$ cat src/rtl/nvmseq_pkg.sv
package nvmseq_pkg;

    typedef enum logic [1:0] {
        MODE_ERASE_WRITE = 2'b00,
        MODE_ERASE       = 2'b01,
        MODE_WRITE       = 2'b10,
        MODE_RSVD        = 2'b11
    } nv_mode_e;

    // control register bit positions
    localparam int CTL_START = 0;
    localparam int CTL_ARM   = 1;
    localparam int CTL_IRQEN = 2;
    localparam int CTL_MODE  = 4;

    typedef struct packed {
        logic erase;
        logic write;
    } nv_op_t;

    function automatic nv_op_t op_of(nv_mode_e m);
        nv_op_t o;
        unique case (m)
            MODE_ERASE_WRITE: o = '{erase: 1'b1, write: 1'b1};
            MODE_ERASE:       o = '{erase: 1'b1, write: 1'b0};
            MODE_WRITE:       o = '{erase: 1'b0, write: 1'b1};
            default:          o = '{erase: 1'b0, write: 1'b0};
        endcase
        return o;
    endfunction

    function automatic logic is_long(nv_mode_e m);
        return m == MODE_ERASE_WRITE;
    endfunction

endpackage

$ cat src/rtl/nvmseq_arm.sv
module nvmseq_arm #(
    parameter int WIN = 4
) (
    input  logic clk,
    input  logic rst,
    input  logic load,
    output logic armed
);
    localparam int CW = $clog2(WIN + 1);

    logic [CW-1:0] cnt_q;

    always_ff @(posedge clk) begin
        if (rst)
            cnt_q <= '0;
        else if (load)
            cnt_q <= CW'(WIN);
        else if (cnt_q != '0)
            cnt_q <= cnt_q - 1'b1;
    end

    assign armed = (cnt_q != '0);


    arm_rise_chk: assert property (@(posedge clk) disable iff (rst)
        $rose(armed) |-> $past(load));

endmodule

$ cat src/rtl/nvmseq_prog.sv
module nvmseq_prog #(
    parameter int T_LONG  = 68000,
    parameter int T_SHORT = 36000
) (
    input  logic clk,
    input  logic rst,
    input  logic launch,
    input  logic long_op,
    output logic busy
);
    localparam int CW = (T_LONG > 1) ? $clog2(T_LONG) : 1;

    // the timer runs through reset so that an operation in progress completes
    logic          busy_q = 1'b0;
    logic [CW-1:0] left_q = '0;

    always_ff @(posedge clk) begin
        if (launch) begin
            busy_q <= 1'b1;
            left_q <= long_op ? CW'(T_LONG - 1) : CW'(T_SHORT - 1);
        end else if (busy_q) begin
            if (left_q == '0)
                busy_q <= 1'b0;
            else
                left_q <= left_q - 1'b1;
        end
    end

    assign busy = busy_q;


    launch_idle_chk: assert property (@(posedge clk) disable iff (rst)
        launch |-> !busy_q);

endmodule

$ cat src/rtl/nvmseq_top.sv
module nvmseq_top
    import nvmseq_pkg::*;
#(
    parameter int AW       = 8,
    parameter int DW       = 8,
    parameter int ARM_WIN  = 4,
    parameter int T_ATOMIC = 68000,
    parameter int T_SINGLE = 36000
) (
    input  logic          clk,
    input  logic          rst,
    input  logic          ctrl_we,
    input  logic [7:0]    ctrl_wdata,
    input  logic          addr_we,
    input  logic [AW-1:0] addr_wdata,
    input  logic          data_we,
    input  logic [DW-1:0] data_wdata,
    input  logic          flash_busy,
    input  logic          gie,
    output logic [7:0]    ctrl_rdata,
    output logic [AW-1:0] addr_rdata,
    output logic [DW-1:0] data_rdata,
    output logic          ready_irq,
    output logic          mem_cmd_valid,
    output logic          mem_cmd_erase,
    output logic          mem_cmd_write,
    output logic [AW-1:0] mem_cmd_addr,
    output logic [DW-1:0] mem_cmd_data
);
    nv_mode_e      mode_q;
    nv_mode_e      wmode;
    nv_op_t        op_q;
    logic          irqen_q;
    logic [AW-1:0] addr_q;
    logic [DW-1:0] data_q;
    logic          cmd_valid_q;
    logic [AW-1:0] cmd_addr_q;
    logic [DW-1:0] cmd_data_q;
    logic          armed;
    logic          busy;
    logic          arm_load;
    logic          launch;

    assign wmode    = nv_mode_e'(ctrl_wdata[CTL_MODE +: 2]);
    assign arm_load = ctrl_we & ctrl_wdata[CTL_ARM];
    assign launch   = ~rst & ctrl_we & ctrl_wdata[CTL_START] & ~ctrl_wdata[CTL_ARM]
                    & armed & ~busy & ~flash_busy;

    nvmseq_arm #(.WIN(ARM_WIN)) u_arm (
        .clk   (clk),
        .rst   (rst),
        .load  (arm_load),
        .armed (armed)
    );

    nvmseq_prog #(.T_LONG(T_ATOMIC), .T_SHORT(T_SINGLE)) u_prog (
        .clk     (clk),
        .rst     (rst),
        .launch  (launch),
        .long_op (is_long(wmode)),
        .busy    (busy)
    );

    always_ff @(posedge clk) begin
        if (rst) begin
            irqen_q     <= 1'b0;
            addr_q      <= '0;
            data_q      <= '0;
            cmd_valid_q <= 1'b0;
            if (!busy)
                mode_q <= MODE_ERASE_WRITE;
        end else begin
            if (ctrl_we) begin
                irqen_q <= ctrl_wdata[CTL_IRQEN];
                if (!busy)
                    mode_q <= wmode;
            end
            if (addr_we)
                addr_q <= addr_wdata;
            if (data_we)
                data_q <= data_wdata;
            cmd_valid_q <= launch && (wmode != MODE_RSVD);
        end
        if (launch) begin
            op_q       <= op_of(wmode);
            cmd_addr_q <= addr_q;
            cmd_data_q <= data_q;
        end
    end

    assign ctrl_rdata    = {2'b00, mode_q, 1'b0, irqen_q, armed, busy};
    assign addr_rdata    = addr_q;
    assign data_rdata    = data_q;
    assign ready_irq     = ~busy & irqen_q & gie;
    assign mem_cmd_valid = cmd_valid_q;
    assign mem_cmd_erase = op_q.erase;
    assign mem_cmd_write = op_q.write;
    assign mem_cmd_addr  = cmd_addr_q;
    assign mem_cmd_data  = cmd_data_q;


    mode_lock_chk: assert property (@(posedge clk) disable iff (rst)
        busy |=> $stable(mode_q));


    cmd_in_busy_chk: assert property (@(posedge clk) disable iff (rst)
        mem_cmd_valid |-> busy);


    flash_guard_chk: assert property (@(posedge clk) disable iff (rst)
        $rose(busy) |-> !$past(flash_busy));


    start_needs_arm_chk: assert property (@(posedge clk) disable iff (rst)
        $rose(busy) |-> $past(armed));

endmodule

$ cat config.mk
export PLATFORM = sky130hd
export DESIGN_NAME = nvmseq_top
export DESIGN_NICKNAME = d
export VERILOG_FILES = /design/src/rtl/nvmseq_pkg.sv /design/src/rtl/nvmseq_arm.sv /design/src/rtl/nvmseq_prog.sv /design/src/rtl/nvmseq_top.sv
export SDC_FILE = /design/constraint.sdc
export NUM_CORES = 1
export LEC_CHECK = 0
export CELL_PAD_IN_SITES_DETAIL_PLACEMENT = 0
export CELL_PAD_IN_SITES_GLOBAL_PLACEMENT = 2
export CORE_MARGIN = 1
export CORE_UTILIZATION = 32
export DETAILED_ROUTE_END_ITERATION = 16
export GPL_TIMING_DRIVEN = 1
export HOLD_SLACK_MARGIN = 0.02
export PLACE_DENSITY_LB_ADDON = 0.1
export SYNTH_ARGS = -nofsm -noshare
export SYNTH_HDL_FRONTEND = slang
export SYNTH_SLANG_ARGS = --single-unit
$ cat constraint.sdc
create_clock -name clk -period 6.9 [get_ports clk]
set_input_delay 1.38 -clock clk [delete_from_list [all_inputs] [get_ports clk]]
set_output_delay 1.38 -clock clk [all_outputs]
set_load 0.01 [all_outputs]
# --- Yosys cells after proc, flatten, opt, wreduce, memory -nomap -nowiden ---
# Index checks and enable logic that the tools add are counted.
classes:
  addsub: 2
  eq_ne: 4
  n_bitwise: 13
  n_mux: 13
  reduce_logical: 10
op_table:
  columns: ["cell", "n"]
  rows:
  - ["17-bit 2-to-1 mux", 4]
  - ["17-bit zero test", 1]
  - ["17-bit by 1-bit subtractor with 17-bit output (second input constant)", 1]
  - ["1-bit bitwise AND", 9]
  - ["2-bit 2-to-1 mux", 4]
  - ["3-bit 2-to-1 mux", 2]
  - ["2-bit case mux with 3 select lines", 1]
  - ["2-bit nonzero test", 3]
  - ["2-bit inequality test (second input constant)", 2]
  - ["1-bit NOT", 4]
  - ["2-bit AND reduction", 2]
  - ["3-bit nonzero test", 1]
  - ["3-bit by 1-bit subtractor with 3-bit output (second input constant)", 1]
  - ["2-bit by 1-bit == test with 1-bit output (second input constant)", 1]
  - ["2-bit == test (second input constant)", 1]
  - ["2-bit zero test", 1]
  - ["1-bit 2-to-1 mux", 2]
  - ["2-bit OR reduction", 1]
  - ["1-bit logical AND", 1]
totals:
  wordCells: 55
  reg_bits: 59

# --- Depth between registers and ports, before layout ---
depth:
  ltp_word: 9
  ltp_mapped: 8

# --- Cells and area by module ---
# From an unflattened synthesis, not the netlist that was laid out.
hier_totals:
  hier_cells: 196
  hier_area_um2: 2462.4
by_module_without_submodules:
  columns: ["mod", "cells_per_inst", "seq_area_each_um2", "n_inst", "area_each_um2"]
  rows:
  - ["nvmseq_top", 96, 960.9, 1, 1345.0]
  - ["nvmseq_prog", 82, 530.5, 1, 947.2]
  - ["nvmseq_arm", 18, 60.1, 1, 170.2]

# --- Least setup slack after synthesis ---
# OpenSTA, ideal clock, no wires.
synth_path:
  path_type: "in2reg"
  startpoint: "in rst"
  endpoint: "reg u_prog.left_q[0], enable pin"
  cell_stages: 5
  slack_ns: 3.474
  required_time_ns: 6.528
  t_arrival_ns: 3.054
  path_cell_list: "or4b_1 > or3_1 > buf_2 > clkinv_2 > a21o_1"
synth_between:
  elab_chain_len: 9
synth_rtl:
  columns: ["element", "line", "text"]
  rows:
  - ["start: declaration", "nvmseq_top.sv:11", "input logic rst,"]
  - ["1-bit NOT (*)", "nvmseq_top.sv:46", "assign launch = ~rst & ctrl_we & ctrl_wdata[CTL_START] & ~ctrl_wdata[CTL_ARM]"]
  - ["1-bit bitwise AND (*) (3 in series)", "nvmseq_top.sv:46", null]
  - ["1-bit bitwise AND (*) (3 in series)", "nvmseq_top.sv:47", "& armed & ~busy & ~flash_busy;"]
  - ["named net launch", "nvmseq_top.sv:42", "logic launch;"]
  - ["2-bit inequality test (no source line) / 2-bit nonzero test (equally long branches)", null, null]
  - ["2-bit AND reduction (no source line) (*)", null, null]
  - ["end signal: assignment", "nvmseq_prog.sv:20", "left_q <= long_op ? CW'(T_LONG - 1) : CW'(T_SHORT - 1);"]
  - ["end signal: assignment", "nvmseq_prog.sv:25", "left_q <= left_q - 1'b1;"]
  - ["end: declaration", "nvmseq_prog.sv:15", "logic [CW-1:0] left_q = '0;"]
# The timed path passes the listed nets; every way through them passes the cells marked *.
# A chain may end at the register's enable or synchronous reset.

# --- Worst setup path after layout ---
layout_path:
  startpoint: "in rst"
  endpoint: "reg u_prog.left_q[9], enable pin"
# Same word-level chain as after synthesis.

==> results.sh <==
export IMPL_status="completed"
export IMPL_vias=1700
export IMPL_drive_gt1_share_pct=9.06
export IMPL_yosysSeqAreaShare_pct=62.6
export IMPL_antenna_found_initial=0
export IMPL_finalCriticalPeriod_ns=4.31
export IMPL_diodes=0
export IMPL_async_flop_share_pct=0
export IMPL_clkTransAtPathRegs_ns=0.06
export IMPL_wl_mm=5.14
export IMPL_setup_viol=0
export IMPL_cts_setup_buffers=0
export IMPL_cts_htree_levels=3
export IMPL_worstSetupStartpointType="input pin"
export IMPL_drv_cap=0
export IMPL_dp_hpwl_mm=3.43
export IMPL_dr_pass1_iters=4
export IMPL_hold_violations=0
export IMPL_critPathArrivalTime_ns=4.26
export IMPL_p_leak_uw=0.00128
export IMPL_cts_hold_buffers=0
export IMPL_cp_num_buf_inv=3
export IMPL_die_area_um2=8100
export IMPL_track_usage_pct=13.7
export IMPL_fp_dieW_um=90.0
export IMPL_rsz0062_at_grt="false"
export IMPL_synth_cells=203
export IMPL_core_area_um2=7370
export IMPL_synth_cell_area_um2=2480
export IMPL_place_inst=359
export IMPL_clk_latency_ns=0.33
export IMPL_tritoncts="done"
export IMPL_path_class="input pin to flip-flop"
export IMPL_final_cells=375
export IMPL_timing_rr_end="u_prog.left_q[9]"
export IMPL_clock_sinks=59
export IMPL_area_growth_pct=37.7
export IMPL_cts_resized=0
export IMPL_grt_pass1_wl_mm=8.45
export IMPL_cp_top_family="simple AND/OR/NAND/NOR gates"
export IMPL_yosysWarnings=0
export IMPL_slew_violations=0
export IMPL_synthFlopType="edfxtp_1"
export IMPL_wl_per_cell_um=13.7
export IMPL_layout_commonest_cell="clkdlybuf4s50_1"
export IMPL_fin_area_um2=3410
export IMPL_reg2reg_setup_slack_ns=3.82
export IMPL_placed_area_um2=3200
export IMPL_initial_core_util_pct=33.6
export IMPL_ctsRootBufferMaster="clkbuf_8"
export IMPL_grt_max_degree=27
export IMPL_power_per_cell_area_nw_per_um2=335
export IMPL_grt_pass1_vias=1675
export IMPL_worst_path_max_fanout=26
export IMPL_holdCritPathClass="flip-flop to flip-flop"
export IMPL_worstMarginPinSlew_ns=0.740
export IMPL_via_per_inst=4.53
export IMPL_worstSetupEndpoint="u_prog.left_q[9]"
export IMPL_slowest_stage="or3_1"
export IMPL_drc=0
export IMPL_num_rows=31
export IMPL_overflow=0
export IMPL_worstPathCellList="clkdlybuf4s50_1, buf_4, or4b_1, or3_1, clkinv_2, a21o_1"
export IMPL_crit_path_max_incr_delay_ns=0.68
export IMPL_timing_rr_start="u_arm.cnt_q[0]"
export IMPL_synth_edff_count=37
export IMPL_drt_iter0_drc=58
export IMPL_synth_cell_types=40
export IMPL_path_depth=6
export IMPL_numPortBuffers=68
export IMPL_finalCritPeriodShare_pct=62.4
export IMPL_startpoint="rst"
export IMPL_gp_congestion=0.673
export IMPL_cts_buffers=9
export IMPL_skew_ns=0.00618
export IMPL_layout_nets=305
export IMPL_crit_required_ns=6.86
export IMPL_fmax_mhz=232
export IMPL_cts_buffer_depth=2
export IMPL_setup_tns_ns=0
export IMPL_ir_drop_mv=0.135
export IMPL_worstRegToRegCells=6
export IMPL_final_cell_mix="68 x clkdlybuf4s50_1, 37 x edfxtp_1, 30 x nor2_1"
export IMPL_endpoint_kind="flip-flop"
export IMPL_synth_seq_cells=59
export IMPL_avgSynthCellArea_um2=12.2
export IMPL_ioPinCount=75
export IMPL_relSlewSlack_pct=50.0
export IMPL_ant_nets=0
export IMPL_die_h_um=90.0
state kept, by name (all words and copies together), names as in the netlist:
name           flops
u_prog.busy        1
mode_q             2
mem_cmd_valid      1
mem_cmd_addr       8
mem_cmd_write      1
u_prog.left_q     17
mem_cmd_data       8
mem_cmd_erase      1
data_rdata         8
irqen_q            1
u_arm.cnt_q        3
addr_rdata         8
how the worst min path moves through the flow:
| stage | start | end | slack (ns) | cells past startpoint |
|---|---|---|---|---|
| 4_1_cts | addr_rdata[0] | mem_cmd_addr[0] | 0.46 | 0 |
| 2_1_floorplan | irqen_q | irqen_q | 0.48 | 2 |
| 6_report | data_rdata[0] | mem_cmd_data[0] | 0.46 | 0 |
| 5_1_grt | data_rdata[0] | mem_cmd_data[0] | 0.47 | 0 |
| 3_3_place_gp | data_rdata[5] | mem_cmd_data[5] | 0.45 | 0 |
| 3_5_place_dp | addr_rdata[0] | mem_cmd_addr[0] | 0.44 | 0 |
area by class of cell:
class | instances | area (µm²)
tap | 99 | 124
fill | 702 | 3960
inverter | 9 | 35.0
timing repair buffer | 69 | 688
clock inverter | 2 | 35.0
clock buffer | 14 | 173
sequential | 59 | 1550
multi-input combinational | 123 | 806
routing by layer:
layer  global-route usage [%]  vias to the layer above  share of wire, %  routed length [µm]
met5                        0                        -                 0                   0
met4                     7.66                        0               2.1                 108
met3                     5.58                       12               7.0                 360
met2                     19.8                       45                45                2330
met1                     17.3                      790                45                2340
li1                         -                      853                 -                   -
cells by family (layout without fill, tap and decap cells):
logic type	count (synthesis)	count (layout)	share of synthesized area [%]
flops	59	59	62.6
buf+inv	23	94	5.15
other cells	1	3	0.151
mux	18	18	7.27
fa+ha+maj	3	3	1.52
xor+xnor	9	9	3.18
simple gates	70	70	14.6
compound gates	20	20	5.45
cells in the mapped netlist, types with 2 or more instances:
cell,n,area (µm²)
a211oi_1,2,15.0
a21o_1,2,15.0
a21oi_1,5,25.0
a21oi_2,3,26.3
a31oi_1,2,12.5
buf_4,6,45.0
buf_6,2,22.5
clkbuf_1,4,15.0
dfxtp_1,22,440
edfxtp_1,37,1110
ha_1,3,37.5
inv_1,8,30.0
mux2i_1,18,180
nand2_1,10,37.5
nand3_1,3,15.0
nand4_1,4,25.0
nor2_1,30,113
nor3_1,3,15.0
nor3_2,2,20.0
nor4_1,3,18.8
o21ai_0,2,10.0
o31ai_1,3,22.5
or2_2,2,12.5
or3_1,2,12.5
or4_1,3,22.5
xnor2_1,6,52.6
xor2_1,3,26.3
power breakdown:
part	internal (µW)	switching (µW)	leakage [µW]	total (µW)
Combinational	134	134	0.000647	268
Clock	196	128	0.000107	325
Sequential	481	70.2	0.000531	551
metrics by stage:
stage | hold WS, ns | power [µW] | setup slack (ns) | util, %
CTS | 0.464 | 1160 | 2.54 | 46.3
finish | 0.460 | 1140 | 2.59 | 46.3
detailed placement | 0.442 | 827 | 2.19 | 43.5
floorplan | 0.477 | 741 | 3.47 | -
global route | 0.474 | 1220 | 2.40 | 46.3
global placement | 0.448 | 826 | 2.17 | 43.5
worst reg2reg max path, delay by kind of cell, from the launching register on:
| family | cells | cell delay, ns |
|---|---|---|
| simple gates | 2 | 0.96 |
| fa+ha+maj | 1 | 0.18 |
| compound gates | 1 | 0.58 |
| flops | 1 | 0.30 |
| buf+inv | 2 | 0.71 |
(Power assumes the default switching activity.)
